**config.mk**
```make
export PLATFORM = sky130hd
export DESIGN_NAME = sad_engine
export DESIGN_NICKNAME = d
export VERILOG_FILES = /design/src/rtl/sad_pkg.sv /design/src/rtl/sad_ctrl.sv /design/src/rtl/sad_index.sv /design/src/rtl/sad_absdiff.sv /design/src/rtl/sad_accum.sv /design/src/rtl/sad_engine.sv
export SDC_FILE = /design/constraint.sdc
export NUM_CORES = 1
export LEC_CHECK = 0
export BUFFER_PORTS_ARGS = -buffer_cell sky130_fd_sc_hd__buf_2
export CORE_MARGIN = 2
export CORE_UTILIZATION = 40
export DETAILED_ROUTE_END_ITERATION = 10
export PLACE_DENSITY = 0.56
export SYNTH_ARGS = -nofsm -noshare
export SYNTH_HDL_FRONTEND = slang
export SYNTH_SLANG_ARGS = --single-unit
```
**constraint.sdc**
```tcl
create_clock -name clk -period 3.3 [get_ports clk]
set_input_delay 0.99 -clock clk [delete_from_list [all_inputs] [get_ports clk]]
set_output_delay 0.99 -clock clk [all_outputs]
set_load 0.005 [all_outputs]
```
**src/rtl/sad_pkg.sv**
```systemverilog
package sad_pkg;
   typedef enum logic [2:0] {
      ST_IDLE = 3'd0,
      ST_INIT = 3'd1,
      ST_TEST = 3'd2,
      ST_ACC  = 3'd3,
      ST_DONE = 3'd4
   } sad_state_e;
endpackage

```
**src/rtl/sad_ctrl.sv**
```systemverilog
module sad_ctrl
   import sad_pkg::*;
(
   input  logic clk,
   input  logic rst_n,
   input  logic go,
   input  logic idx_below,
   output logic idx_clr,
   output logic idx_inc,
   output logic sum_clr,
   output logic sum_ld,
   output logic res_ld,
   output logic mem_rd
);
   sad_state_e state_q, state_d;

   always_ff @(posedge clk or negedge rst_n) begin
      if (!rst_n) state_q <= ST_IDLE;
      else        state_q <= state_d;
   end

   always_comb begin
      state_d = state_q;
      idx_clr = 1'b0;
      idx_inc = 1'b0;
      sum_clr = 1'b0;
      sum_ld  = 1'b0;
      res_ld  = 1'b0;
      mem_rd  = 1'b0;
      unique case (state_q)
         ST_IDLE: if (go) state_d = ST_INIT;
         ST_INIT: begin
            idx_clr = 1'b1;
            sum_clr = 1'b1;
            state_d = ST_TEST;
         end
         ST_TEST: state_d = idx_below ? ST_ACC : ST_DONE;
         ST_ACC: begin
            mem_rd  = 1'b1;
            sum_ld  = 1'b1;
            idx_inc = 1'b1;
            state_d = ST_TEST;
         end
         ST_DONE: begin
            res_ld  = 1'b1;
            state_d = ST_IDLE;
         end
         default: state_d = ST_IDLE;
      endcase
   end


   rd_spacing_chk: assert property (@(posedge clk) disable iff (!rst_n)
      mem_rd |=> !mem_rd);

   busy_no_restart_chk: assert property (@(posedge clk) disable iff (!rst_n)
      (state_q != ST_IDLE && state_q != ST_DONE) |=> (state_q != ST_IDLE));

   done_to_idle_chk: assert property (@(posedge clk) disable iff (!rst_n)
      res_ld |=> (state_q == ST_IDLE));
endmodule

```
**src/rtl/sad_index.sv**
```systemverilog
module sad_index #(
   parameter int DEPTH = 256
) (
   input  logic                     clk,
   input  logic                     rst_n,
   input  logic                     clr,
   input  logic                     inc,
   output logic [$clog2(DEPTH)-1:0] addr,
   output logic                     below
);
   localparam int ADDR_W = $clog2(DEPTH);
   localparam int IDX_W  = ADDR_W + 1;
   localparam logic [IDX_W-1:0] LIMIT = IDX_W'(DEPTH);

   logic [IDX_W-1:0] idx_q;

   always_ff @(posedge clk or negedge rst_n) begin
      if (!rst_n)   idx_q <= '0;
      else if (clr) idx_q <= '0;
      else if (inc) idx_q <= idx_q + 1'b1;
   end

   assign below = (idx_q < LIMIT);
   assign addr  = idx_q[ADDR_W-1:0];


   no_overrun_chk: assert property (@(posedge clk) disable iff (!rst_n)
      inc |-> below);
endmodule

```
**src/rtl/sad_absdiff.sv**
```systemverilog
module sad_absdiff #(
   parameter int ELEM_W  = 8,
   parameter int VARIANT = 0
) (
   input  logic [ELEM_W-1:0] a,
   input  logic [ELEM_W-1:0] b,
   output logic [ELEM_W-1:0] mag
);
   generate
      if (VARIANT == 0) begin : g_signed_sub
         logic signed [ELEM_W:0] delta;
         logic signed [ELEM_W:0] neg;
         assign delta = $signed({1'b0, a}) - $signed({1'b0, b});
         assign neg   = -delta;
         assign mag   = delta[ELEM_W] ? neg[ELEM_W-1:0] : delta[ELEM_W-1:0];
      end else begin : g_cmp_swap
         assign mag = (a >= b) ? (a - b) : (b - a);
      end
   endgenerate


   always_comb begin
      mag_bound_chk: assert (mag <= ((a >= b) ? a : b));
   end
endmodule

```
**src/rtl/sad_accum.sv**
```systemverilog
module sad_accum #(
   parameter int ELEM_W = 8,
   parameter int SUM_W  = 32
) (
   input  logic              clk,
   input  logic              rst_n,
   input  logic              clr,
   input  logic              ld,
   input  logic [ELEM_W-1:0] mag,
   output logic [SUM_W-1:0]  sum
);
   logic [SUM_W-1:0] sum_q;

   always_ff @(posedge clk or negedge rst_n) begin
      if (!rst_n)   sum_q <= '0;
      else if (clr) sum_q <= '0;
      else if (ld)  sum_q <= sum_q + SUM_W'(mag);
   end

   assign sum = sum_q;


   no_wrap_chk: assert property (@(posedge clk) disable iff (!rst_n)
      !$past(clr) |-> (sum_q >= $past(sum_q)));

   fresh_start_chk: assert property (@(posedge clk) disable iff (!rst_n)
      clr |=> (sum_q == '0));
endmodule

```
**src/rtl/sad_engine.sv**
```systemverilog
module sad_engine #(
   parameter int DEPTH       = 256,
   parameter int ELEM_W      = 8,
   parameter int SUM_W       = 32,
   parameter int ABS_VARIANT = 0
) (
   input  logic                     clk,
   input  logic                     rst_n,
   input  logic                     go,
   output logic                     mem_rd,
   output logic [$clog2(DEPTH)-1:0] mem_addr,
   input  logic [ELEM_W-1:0]        a_data,
   input  logic [ELEM_W-1:0]        b_data,
   output logic [SUM_W-1:0]         sad
);
   localparam int ADDR_W = $clog2(DEPTH);

   generate
      if (DEPTH < 2) begin : g_bad_depth
         $error("sad_engine: DEPTH must be at least 2");
      end
      if (SUM_W < ELEM_W + ADDR_W) begin : g_bad_sum
         $error("sad_engine: SUM_W too narrow for worst-case total");
      end
      if (ABS_VARIANT != 0 && ABS_VARIANT != 1) begin : g_bad_var
         $error("sad_engine: ABS_VARIANT must be 0 or 1");
      end
   endgenerate

   logic idx_clr, idx_inc, sum_clr, sum_ld, res_ld, idx_below;
   logic [ELEM_W-1:0] mag;
   logic [SUM_W-1:0]  sum;
   logic [SUM_W-1:0]  res_q;

   sad_ctrl u_ctrl (
      .clk(clk), .rst_n(rst_n), .go(go), .idx_below(idx_below),
      .idx_clr(idx_clr), .idx_inc(idx_inc), .sum_clr(sum_clr),
      .sum_ld(sum_ld), .res_ld(res_ld), .mem_rd(mem_rd)
   );

   sad_index #(.DEPTH(DEPTH)) u_index (
      .clk(clk), .rst_n(rst_n), .clr(idx_clr), .inc(idx_inc),
      .addr(mem_addr), .below(idx_below)
   );

   sad_absdiff #(.ELEM_W(ELEM_W), .VARIANT(ABS_VARIANT)) u_abs (
      .a(a_data), .b(b_data), .mag(mag)
   );

   sad_accum #(.ELEM_W(ELEM_W), .SUM_W(SUM_W)) u_acc (
      .clk(clk), .rst_n(rst_n), .clr(sum_clr), .ld(sum_ld),
      .mag(mag), .sum(sum)
   );

   always_ff @(posedge clk or negedge rst_n) begin
      if (!rst_n)      res_q <= '0;
      else if (res_ld) res_q <= sum;
   end

   assign sad = res_q;


   sad_hold_chk: assert property (@(posedge clk) disable iff (!rst_n)
      !res_ld |=> $stable(sad));

   addr_step_chk: assert property (@(posedge clk) disable iff (!rst_n)
      (mem_rd && $past(mem_rd, 2)) |->
         (mem_addr == ADDR_W'($past(mem_addr, 2) + 1'b1)));

   first_addr_chk: assert property (@(posedge clk) disable iff (!rst_n)
      (mem_rd && !$past(mem_rd, 2)) |-> (mem_addr == '0));
endmodule

```
==> results of run 1 <==
## worst reg2reg max path, cell delays in order (launching register included)
cell and delay [ns]:
sky130_fd_sc_hd__dfrtp_1 0.40, sky130_fd_sc_hd__ha_1 0.19, sky130_fd_sc_hd__inv_1 0.06, sky130_fd_sc_hd__fa_2 0.33, sky130_fd_sc_hd__and2b_1 0.23, sky130_fd_sc_hd__o21ai_2 0.08
sky130_fd_sc_hd__a21oi_4 0.19, sky130_fd_sc_hd__o211ai_4 0.16, sky130_fd_sc_hd__or4_1 0.43, sky130_fd_sc_hd__a21oi_1 0.13
## worst paths after layout
kind,endpoint,slack [ns]
max in group asynchronous,u_acc.sum[13]$_DFFE_PN0P_,1.88
max reg2reg,u_acc.sum[30]$_DFFE_PN0P_,1.05
min,sad[14]$_DFFE_PN0N_,0.50
max,u_acc.sum[23]$_DFFE_PN0P_,-0.79
min in group asynchronous,u_index.idx_q[7]$_DFFE_PN0P_,0.77
min reg2reg,sad[14]$_DFFE_PN0N_,0.50
## state kept, by name (all words and copies together) (netlist names)
| signal | count |
|---|---|
| sad | 32 |
| u_acc.sum | 32 |
| u_ctrl.state_q | 3 |
| u_index.idx_q | 9 |
## cell usage after synthesis, types with 3 or more instances
cell type / n
sky130_fd_sc_hd__clkbuf_1: 10
sky130_fd_sc_hd__nor2_1: 31
sky130_fd_sc_hd__xnor2_1: 10
sky130_fd_sc_hd__or4_1: 4
sky130_fd_sc_hd__buf_4: 8
sky130_fd_sc_hd__nor2b_1: 3
sky130_fd_sc_hd__o21a_1: 4
sky130_fd_sc_hd__mux2_2: 32
sky130_fd_sc_hd__a21oi_2: 3
sky130_fd_sc_hd__o31ai_1: 6
sky130_fd_sc_hd__a21oi_1: 20
sky130_fd_sc_hd__nor3_1: 12
sky130_fd_sc_hd__and3_1: 10
sky130_fd_sc_hd__nand4_1: 8
sky130_fd_sc_hd__ha_1: 20
sky130_fd_sc_hd__or3_1: 5
sky130_fd_sc_hd__o211ai_1: 5
sky130_fd_sc_hd__and2_1: 3
sky130_fd_sc_hd__mux2i_1: 7
sky130_fd_sc_hd__a221o_1: 5
sky130_fd_sc_hd__buf_2: 4
sky130_fd_sc_hd__nand3_1: 8
sky130_fd_sc_hd__xor2_1: 11
sky130_fd_sc_hd__a21o_1: 5
sky130_fd_sc_hd__o21ai_1: 3
sky130_fd_sc_hd__inv_1: 19
sky130_fd_sc_hd__nand2_1: 51
sky130_fd_sc_hd__dfrtp_1: 76
sky130_fd_sc_hd__nand2b_1: 7
sky130_fd_sc_hd__o21ai_0: 19
sky130_fd_sc_hd__a211oi_1: 5
## report_power, final
group	leakage, nW	total, mW	switching [mW]	internal (mW)
Combinational	1.71	2.06	1.04	1.02
Clock	0.120	0.871	0.370	0.501
Sequential	0.963	1.25	0.182	1.07
Total	2.80	4.18	1.59	2.59
## kinds of logic (layout without fill, tap and decap cells)
logic type / after synthesis / after routing / synth area share, %
AND/OR/NAND/NOR: 153 / 153 / 17.42
adder cells (fa/ha/maj): 22 / 22 / 6.604
multiplexers: 40 / 40 / 10.05
buffers and inverters: 41 / 149 / 4.299
flip-flops: 76 / 76 / 43.27
XOR/XNOR: 21 / 21 / 4.184
AO/OA/AOI/OAI: 88 / 88 / 14.18
## area by class of cell
| class | instances | area (sq um) | area share, % |
|---|---|---|---|
| Sequential cell | 76 | 1902 | 32.92 |
| Multi-Input combinational cell | 324 | 2606 | 45.12 |
| Clock buffer | 9 | 123.9 | 2.144 |
| Timing Repair Buffer | 115 | 773.2 | 13.39 |
| Clock inverter | 6 | 112.6 | 1.949 |
| Tap cell | 140 | 175.2 | 3.032 |
| Inverter | 19 | 83.83 | 1.451 |
## metrics by stage
step                      cell area, sq um  setup WS [ns]  total power, mW  util, %  hold slack (ns)
after floorplan                       4479        -0.9304            2.315        -           0.4618
after global placement                5207         -1.211            2.843    48.25           0.4858
after detailed placement              5207         -1.308            2.873    48.25           0.4907
after CTS                             5643        -0.7492            3.978    52.28           0.5042
after global routing                  5777        -0.9642            4.445    53.52           0.5199
final                                 5777        -0.7869            4.178    53.52           0.5037
## per-layer routing
metal	part of all wire, %	global-route usage [%]	up-vias
met5	0	0	-
met2	46	27.77	67
met4	1.4	6.136	0
li1	-	-	1776
met3	3.9	3.048	11
met1	49	26.44	1783
## what timing repair did
item | 4_1_cts | 5_1_grt
pin swaps | 18 | 17
resized for setup | 36 | 24
setup buffers | 5 | 4
gates cloned | 0 | 0
endpoints found under the setup margin | 31 | 30
## cells in the final DEF, fill, tap and decap left out, types with 4 or more instances in the layout
cell	netlist	final
sky130_fd_sc_hd__clkbuf_8	0	9
sky130_fd_sc_hd__o21ai_1	3	9
sky130_fd_sc_hd__xor2_1	11	9
sky130_fd_sc_hd__nor2_1	31	30
sky130_fd_sc_hd__inv_1	19	16
sky130_fd_sc_hd__a21oi_4	0	5
sky130_fd_sc_hd__o31ai_1	6	6
sky130_fd_sc_hd__buf_4	8	45
sky130_fd_sc_hd__or3_1	5	5
sky130_fd_sc_hd__or4_1	4	4
sky130_fd_sc_hd__nand2_1	51	50
sky130_fd_sc_hd__and3_1	10	10
sky130_fd_sc_hd__a21o_1	5	4
sky130_fd_sc_hd__o21ai_0	19	8
sky130_fd_sc_hd__buf_6	0	12
sky130_fd_sc_hd__a221o_1	5	5
sky130_fd_sc_hd__mux2i_1	7	7
sky130_fd_sc_hd__buf_2	4	57
sky130_fd_sc_hd__o21a_1	4	4
sky130_fd_sc_hd__dfrtp_1	76	76
sky130_fd_sc_hd__xnor2_1	10	10
sky130_fd_sc_hd__a21oi_2	3	5
sky130_fd_sc_hd__nand3_1	8	8
sky130_fd_sc_hd__a21oi_1	20	13
sky130_fd_sc_hd__o211ai_1	5	5
sky130_fd_sc_hd__mux2_2	32	32
sky130_fd_sc_hd__ha_1	20	18
sky130_fd_sc_hd__o21ai_2	0	4
sky130_fd_sc_hd__nand2b_1	7	7
sky130_fd_sc_hd__nor3_1	12	8
sky130_fd_sc_hd__nand4_1	8	8
==> impl_results.md, run 1 <==
* Outcome: finished with violations
* Violations in the final reports: setup timing
* Vias after detailed routing at 3,637
* Achievable Freq at 0.2447 GHz
* Total power per unit cell area at 723.2 nW/um^2
* Hold bufs inserted after CTS at 0
* Warning count from the yosys run at 0
* Post-route DRC violation count at 0
* Maximum vdd drop at 0.0004824 V
* Maximum count of clock buffers along a single path at 2
* Post-Synthesis Cells at 441
* Pre-Repair DR Iteration Count at 4
* Area share of the leading cell type in the synthesized netlist at 43.27%
* Cell class contributing the biggest share of worst-path delay: compound AO/OA/AOI/OAI gates
* Worst slew pin tran at 0.9797 ns
* Worst slew margin at 34.69%
* Startpoint of the lowest-slack hold path: sad[14]$_DFFE_PN0N_
* Nets at 586
* Kind of end point of the critical path: flip-flop
* Setup Total Neg Slack at -17.51 ns
* Overall Global Routing Usage at 18.28%
* Required time of the worst setup path at 3.54 ns
* Fin crit share at 123.8%
* Type of the setup path with the least slack: input port to flip-flop
* Fill cells at 985
* Fraction of registers with async set/reset at 100.0%
* DP HPWL at 6.967 mm
* WP data arrival at 4.33 ns
* Worst Slack Setup Final at -0.7869 ns
* Initial Util at 40.73%
* Mean cell area of the mapped netlist at 9.967 sq um
* Area of the mapped netlist at 4395 sq um
* Number of port buffers at 59
* Critical Path, Cell by Cell: buf_8, inv_12, ha_4, inv_2, fa_2, a211oi_4, o21ai_1, a21o_1, a21o_4, a21oi_2, xnor2_1, ha_1, a21o_1, a21o_1, a32oi_4, a21oi_2, and4b_1, or3_1
* Nets in the synthesized netlist at 482
* Combined buffer and inverter count along the critical path at 3
* Flops & latches, synth at 76
* Total CTS buffers at 9
* Die area at 11,840 sq um
* CP Depth at 18
* Average wire per cell in the routed design at 15.08 microns
* R2R Path Start: u_acc.sum[0]$_DFFE_PN0P_
* DRC marker count from the first detailed-route iteration at 122
* Count of cells along the worst register-to-register path at 9
* Pins over their slew limit at 0
* Layout overhead on the synthesized area at 31.43%
* Critical path fanouts, max at 7
* Layout Skew at 0.01523 ns
* Height of the chip at 108.8 microns
* Share of cells above drive strength 1 at 38.62%
* Final std cells w/o fill at 689
* Commonest register cell after synthesis: sky130_fd_sc_hd__dfrtp_1
* Routed Wire Length at 10.39 mm
* Worst setup path startpoint: a_data[0]
* Number of placement rows at 38
* Clock slew at reported path FFs at 0.08 ns
* Sequential fraction of the synthesis area at 43.27%
* Largest net degree at the start of global routing at 77
* Gp weighted congestion at 0.8484
* Clock tree from TritonCTS: yes
* Number of cells on the worst hold path at 1
* Count of cell types in the netlist at 53
* Number of antenna diodes at 0
* Instance count after placement with tap cells included at 667
* Number of global-route vias before repair at 3,396
* Final Hold Vio Count at 0
* Post-route minimum period at 4.087 ns
* Wire length of the first global-routing pass at 17.06 mm
* Final global-route overflow total at 0
* Die span in x at 108.8 microns
* Later-pin clock latency in the skew report at 0.36 ns
* Number of antenna violations at the first check in global routing at 0
* Cell leakage power at 2.796 nW
* Main area contributors after synthesis: sky130_fd_sc_hd__dfrtp_1, sky130_fd_sc_hd__mux2_2, sky130_fd_sc_hd__ha_1
* Average via count per standard cell at 5.279
* RSZ-0062 raised after global routing: yes
* Top-level I/O count at 60
* Number of synthesized flops with an enable pin at 0
* CP most frequent cell: sky130_fd_sc_hd__a21o_1
* Number of setup violations in the final report at 29
* Cell taking the most area after synthesis: sky130_fd_sc_hd__dfrtp_1
* Crit-path slowest cell: sky130_fd_sc_hd__fa_2
* Max H-tree Level at 3
* Area of the core region at 10,790 sq um
* Remaining antenna violation count at 0
* Max Cap Viol at 0
* Root buf cell: sky130_fd_sc_hd__clkbuf_8
* Startpoint Class: input port
* Hold WC Path Type: flip-flop to flip-flop
* Number of sinks driven by the clock tree at 76
* Max incr delay on CP at 0.36 ns
(Power assumes the default switching activity.)
==> run 2, diff against run 1 <==
Settings changed: GPL_TIMING_DRIVEN set to 0, SLEW_MARGIN set to 10.
==> run 2 against run 1 <==
The flow still finishes with violations (setup timing). Count of clock-buffer cells in the layout rose by 2. Core utilization fell by 1.9 points. Die area did not move. Clock power fell by 15%. Critical path type unchanged.
==> impl_results.md, run 2 (synthesis gave the netlist of run 1 again) <==
* Gp weighted congestion at 0.8077
* Post-route minimum period at 4.164 ns
* Wire length of the first global-routing pass at 17.35 mm
* Max H-tree Level at 3
* Fin area at 5573 sq um
* Worst Slack Setup Final at -0.8643 ns
* Number of global-route vias before repair at 3,562
* Largest net degree at the start of global routing at 52
* Later-pin clock latency in the skew report at 0.35 ns
* Final global-route overflow total at 0
* Root buf cell: sky130_fd_sc_hd__clkbuf_8
* WP data arrival at 4.46 ns
* Pins over their slew limit at 0
* Maximum vdd drop at 0.0003670 V
* Remaining antenna violation count at 0
* Nets at 575
* Hold WC Path Type: flip-flop to flip-flop
* Total CTS buffers at 9
* Required time of the worst setup path at 3.60 ns
* Top-level I/O count at 60
* Pre-Repair DR Iteration Count at 4
* DP HPWL at 7.114 mm
* Number of antenna diodes at 0
* Worst slew pin tran at 0.8260 ns
* Average wire per cell in the routed design at 15.30 microns
* Achievable Freq at 0.2401 GHz
* Violations in the final reports: setup timing
* Area of the core region at 10,790 sq um
* Fin crit share at 126.2%
* Number of antenna violations at the first check in global routing at 0
* Max Cap Viol at 0
* Worst slew margin at 44.81%
* Final std cells w/o fill at 679
* Kind of end point of the critical path: flip-flop
* Routed Wire Length at 10.39 mm
* Vias after detailed routing at 3,617
* Layout overhead on the synthesized area at 26.79%
* Post-route DRC violation count at 0
* DRC marker count from the first detailed-route iteration at 168
* Average via count per standard cell at 5.327
* Commonest non-fill, non-tap cell in the layout: sky130_fd_sc_hd__dfrtp_1
* Number of port buffers at 59
* Commonest cells after routing, fill and taps aside: sky130_fd_sc_hd__dfrtp_1, sky130_fd_sc_hd__buf_2, sky130_fd_sc_hd__nand2_1, sky130_fd_sc_hd__mux2_2, sky130_fd_sc_hd__nor2_1
* Overall Global Routing Usage at 18.81%
* Clock slew at reported path FFs at 0.09 ns
* Number of placement rows at 38
* Die span in x at 108.8 microns
* Type of the setup path with the least slack: input port to flip-flop
* Cell leakage power at 2.683 nW
* Share of cells above drive strength 1 at 35.06%
* Height of the chip at 108.8 microns
* Outcome: finished with violations
* Critical path fanouts, max at 7
* Maximum count of clock buffers along a single path at 2
* Hold bufs inserted after CTS at 0
* Total power per unit cell area at 682.6 nW/um^2
* Fill cells at 979
* Startpoint Class: input port
* Clock tree from TritonCTS: yes
* Post-placement cell area at 4980 sq um
* Initial Util at 40.73%
* Number of setup violations in the final report at 30
* Die area at 11,840 sq um
* Number of sinks driven by the clock tree at 76
* Layout Skew at 0.01123 ns
* RSZ-0062 raised after global routing: yes
* Instance count after placement with tap cells included at 641
* Final Hold Vio Count at 0
==> run 2: timing repair <==
item                                   4_1_cts  5_1_grt
setup endpoints to repair                   31       30
resized for setup                           20       27
buffers inserted                            14        8
endpoints found under the hold margin        0        0
pin swaps                                   18       10
==> run 2: path summary, 6_finish.rpt <==
path	from	slack, ns	to	cells past startpoint
setup / recovery	a_data[0]	-0.86	u_acc.sum[20]$_DFFE_PN0P_	19
setup reg to reg	u_acc.sum[0]$_DFFE_PN0P_	0.79	u_acc.sum[20]$_DFFE_PN0P_	10
min in group asynchronous	rst_n	0.54	u_index.idx_q[6]$_DFFE_PN0P_	1
max in group asynchronous	rst_n	2.17	u_acc.sum[11]$_DFFE_PN0P_	2
hold / removal	sad[24]$_DFFE_PN0N_	0.51	sad[24]$_DFFE_PN0N_	1
hold reg to reg	sad[24]$_DFFE_PN0N_	0.51	sad[24]$_DFFE_PN0N_	1
==> run 2: report_power, final <==
| group | total (mW) | internal (mW) | switching (mW) | leakage (nW) |
|---|---|---|---|---|
| Sequential | 1.25 | 1.07 | 0.177 | 0.963 |
| Combinational | 1.82 | 0.863 | 0.953 | 1.62 |
| Clock | 0.742 | 0.374 | 0.368 | 0.0999 |
| Total | 3.80 | 2.31 | 1.50 | 2.68 |
==> run 2: cell type report <==
class / instances / area [sq um] / area share [%]
buffer: 22 / 117.6 / 2.110
tap: 140 / 175.2 / 3.143
clock inverter: 5 / 60.06 / 1.078
clock buffer: 11 / 141.4 / 2.537
timing repair buffer: 82 / 515.5 / 9.250
inverter: 19 / 83.83 / 1.504
multi-input combinational: 324 / 2577 / 46.25
sequential: 76 / 1902 / 34.13
==> run 2: per-layer routing <==
| layer | GRT usage, % | up-vias | routed length (microns) |
|---|---|---|---|
| met5 | 0 | - | 0 |
| met4 | 6.502 | 0 | 152 |
| met3 | 3.108 | 12 | 340 |
| met2 | 29.55 | 66 | 4862 |
| met1 | 26.32 | 1791 | 5036 |
| li1 | - | 1748 | - |
==> run 2: worst max-delay path: stages <==
cell	delay (ns)
sky130_fd_sc_hd__buf_8	0.11
sky130_fd_sc_hd__inv_12	0.04
sky130_fd_sc_hd__ha_4	0.11
sky130_fd_sc_hd__inv_2	0.03
sky130_fd_sc_hd__fa_2	0.37
sky130_fd_sc_hd__a211oi_4	0.30
sky130_fd_sc_hd__o21ai_1	0.12
sky130_fd_sc_hd__a21o_1	0.17
sky130_fd_sc_hd__a21o_4	0.25
sky130_fd_sc_hd__mux2_4	0.23
sky130_fd_sc_hd__inv_2	0.04
sky130_fd_sc_hd__fa_2	0.34
sky130_fd_sc_hd__and2b_1	0.25
sky130_fd_sc_hd__o21ai_2	0.09
sky130_fd_sc_hd__a21oi_4	0.24
sky130_fd_sc_hd__o211ai_1	0.13
sky130_fd_sc_hd__buf_4	0.17
sky130_fd_sc_hd__or4_4	0.42
sky130_fd_sc_hd__nand2_2	0.07
==> run 2: through the flow <==
step | total power, mW | setup TNS (ns) | utilization (%) | setup slack, ns | hold slack [ns]
CTS | 3.592 | -17.86 | 49.93 | -0.7631 | 0.5125
floorplan | 2.315 | -19.62 | - | -0.9304 | 0.4618
finish | 3.804 | -20.69 | 51.63 | -0.8643 | 0.5059
global placement | 2.618 | -35.53 | 45.86 | -1.459 | 0.4846
detailed placement | 2.649 | -35.95 | 46.14 | -1.476 | 0.4916
global route | 4.071 | -25.00 | 51.63 | -0.9937 | 0.5245
==> run 3, diff against run 2 <==
Settings changed: CELL_PAD_IN_SITES_DETAIL_PLACEMENT set to 1, CELL_PAD_IN_SITES_GLOBAL_PLACEMENT set to 1, PLACE_DENSITY 0.56 to 0.7.
==> run 3 against run 2 <==
Via count rose by 5.9%. Register-to-register slack barely moved. Die area did not move. Core utilization rose by 1.6 points. Fmax fell by 2.0%. Clock skew rose by 0.0023 ns. The run still ends with setup timing left. Combinational power rose by 23%. Worst hold slack improved by 0.0011 ns. Global-route usage rose by 3.3 points.
==> impl_results.md, run 3 (synthesis gave the netlist of run 1 again) <==
* Outcome: finished with violations
* Violations in the final reports: setup timing
* Cell leakage power at 2.740 nW
* Final std cells w/o fill at 690
* Startpoint Class: input port
* Post-route DRC violation count at 0
* Number of port buffers at 59
* Achievable Freq at 0.2354 GHz
* Overall Global Routing Usage at 22.07%
* Final global-route overflow total at 0
* Post-route minimum period at 4.248 ns
* Type of the setup path with the least slack: input port to flip-flop
* Number of global-route vias before repair at 4,017
* Total power per unit cell area at 734.5 nW/um^2
* Instance count after placement with tap cells included at 641
* Top-level I/O count at 60
* Required time of the worst setup path at 3.54 ns
* DRC marker count from the first detailed-route iteration at 161
* Hold Slack at 0.5070 ns
* Routed Wire Length at 12.70 mm
* CP Depth at 20
* Layout overhead on the synthesized area at 30.63%
* Largest net degree at the start of global routing at 45
* CP most frequent cell: sky130_fd_sc_hd__a21o_1
* Number of setup violations in the final report at 30
* Maximum count of clock buffers along a single path at 2
* Clock slew at reported path FFs at 0.08 ns
* Hold WC Path Type: flip-flop to flip-flop
* Max Cap Viol at 0
* Crit-path slowest cell: sky130_fd_sc_hd__fa_2
* Number of antenna violations at the first check in global routing at 0
* Seq pwr share at 29.8%
* Number of placement rows at 38
* Kind of end point of the critical path: flip-flop
* Worst Slack Setup Final at -0.9481 ns
* Critical Path, Cell by Cell: buf_8, inv_12, ha_4, inv_2, fa_2, a211oi_4, o21ai_1, a21o_1, a21o_4, a21oi_2, xnor2_1, ha_1, a21o_1, a21o_1, a32oi_4, buf_4, buf_6, a21oi_4, a41oi_2, a211oi_2
* Fin crit share at 128.7%
* WP data arrival at 4.49 ns
* Hold bufs inserted after CTS at 0
* Pins over their slew limit at 0
* RSZ-0062 raised after global routing: yes
* R2R Path Start: u_acc.sum[0]$_DFFE_PN0P_
* Vias after detailed routing at 3,832
* Worst reg2reg endpoint: u_acc.sum[8]$_DFFE_PN0P_
* Fraction of power consumed by the clock network at 17.1%
* Root buf cell: sky130_fd_sc_hd__clkbuf_8
* Combined buffer and inverter count along the critical path at 5
* Number of sinks driven by the clock tree at 76
* Cell class contributing the biggest share of worst-path delay: compound AO/OA/AOI/OAI gates
* Commonest cells after routing, fill and taps aside: sky130_fd_sc_hd__dfrtp_1, sky130_fd_sc_hd__buf_2, sky130_fd_sc_hd__nand2_1, sky130_fd_sc_hd__buf_4, sky130_fd_sc_hd__mux2_2
* Post-layout util at 53.20%
* Share of cells above drive strength 1 at 38.18%
* Worst-case register-to-register setup slack at 0.79 ns
* Remaining antenna violation count at 0
* Max incr delay on CP at 0.37 ns
* Pre-Repair DR Iteration Count at 5
* Clock tree from TritonCTS: yes
* Layout Skew at 0.01355 ns
* Worst slew margin at 41.65%
* Maximum vdd drop at 0.0004075 V
* Internal cell power at 2.476 mW
* Average via count per standard cell at 5.554
* Average wire per cell in the routed design at 18.41 microns
* Die span in x at 108.8 microns
* Fill cells at 1,199
* Initial Util at 40.73%
* Total CTS buffers at 9
* Worst slew pin tran at 0.8734 ns
* Count of cells along the worst register-to-register path at 10
* Design Power at 4.218 mW
* Nets at 587
* Post-placement setup slack at -1.512 ns
* Worst min-delay path endpoint: sad[10]$_DFFE_PN0N_
* Height of the chip at 108.8 microns
* Later-pin clock latency in the skew report at 0.37 ns
* Final Hold Vio Count at 0
* Switch Pwr at 1.741 mW
* DP HPWL at 8.030 mm
* Critical path fanouts, max at 7
* Comb power frac at 53.1%
* Gp weighted congestion at 0.8253
* Wire length of the first global-routing pass at 20.21 mm
* Commonest non-fill, non-tap cell in the layout: sky130_fd_sc_hd__dfrtp_1
* Die area at 11,840 sq um
* Startpoint of the lowest-slack hold path: sad[10]$_DFFE_PN0N_
* Sequential cell area at 1902 sq um
* Area of the core region at 10,790 sq um
* Switching fraction of total power at 41.29%
* Max H-tree Level at 3
* Number of cells on the worst hold path at 1
* Number of antenna diodes at 0
* Total area of multi-input combinational cells at 2665 sq um
run 3: power groups by stage:
stage,logic [mW],clock network [mW],registers (mW)
4_1_cts,1.92,0.738,1.25
2_1_floorplan,1.11,0,1.21
3_5_place_dp,1.42,0,1.27
6_report,2.24,0.721,1.26
5_1_grt,2.42,0.778,1.28
3_3_place_gp,1.37,0,1.26
run 3: worst reg2reg max path, delay by kind of cell (launching register included):
kind | cells | cell delay [ns]
DFF | 1 | 0.38
buffers and inverters | 2 | 0.25
and+or+nand+nor | 2 | 0.30
AOI/OAI and AO/OA | 4 | 0.83
adders and majority gates | 2 | 0.64
run 3: area by class of cell:
cell class | count | share of cell area (%)
timing repair buffer | 93 | 10.61
buffer | 22 | 2.048
inverter | 19 | 1.460
clock buffer | 9 | 2.157
multi-input combinational | 325 | 46.42
clock inverter | 6 | 1.133
tap | 140 | 3.051
sequential | 76 | 33.12
run 3: how the worst max path moves through the flow:
stage                                           end       from
after global placement    u_acc.sum[23]$_DFFE_PN0P_  a_data[0]
after CTS                 u_acc.sum[23]$_DFFE_PN0P_  a_data[0]
after detailed placement  u_acc.sum[23]$_DFFE_PN0P_  a_data[0]
after floorplan           u_acc.sum[23]$_DFFE_PN0P_  a_data[0]
final                     u_acc.sum[27]$_DFFE_PN0P_  a_data[0]
after global routing      u_acc.sum[27]$_DFFE_PN0P_  a_data[0]
run 3: metrics by stage:
step / instance area [sq um] / setup TNS [ns]
after floorplan: 4479 / -19.62
after global placement: 4950 / -35.90
after detailed placement: 4972 / -37.04
after CTS: 5552 / -20.00
after global routing: 5742 / -25.80
final: 5742 / -22.48
run 3: metal layers:
layer / routed length [microns] / part of all wire [%] / track usage, % / vias to the layer above
li1: - / - / - / 1770
met4: 248 / 2.0 / 6.868 / 0
met3: 466 / 3.7 / 4.483 / 24
met2: 6398 / 50 / 37.41 / 78
met5: 0 / 0 / 0 / -
met1: 5590 / 44 / 28.39 / 1960
run 3: what timing repair did:
item | 4_1_cts | 5_1_grt
buffers inserted | 26 | 9
endpoints found under the setup margin | 31 | 31
gates cloned | 1 | 0
gates resized for setup | 42 | 24
pin swaps | 43 | 26
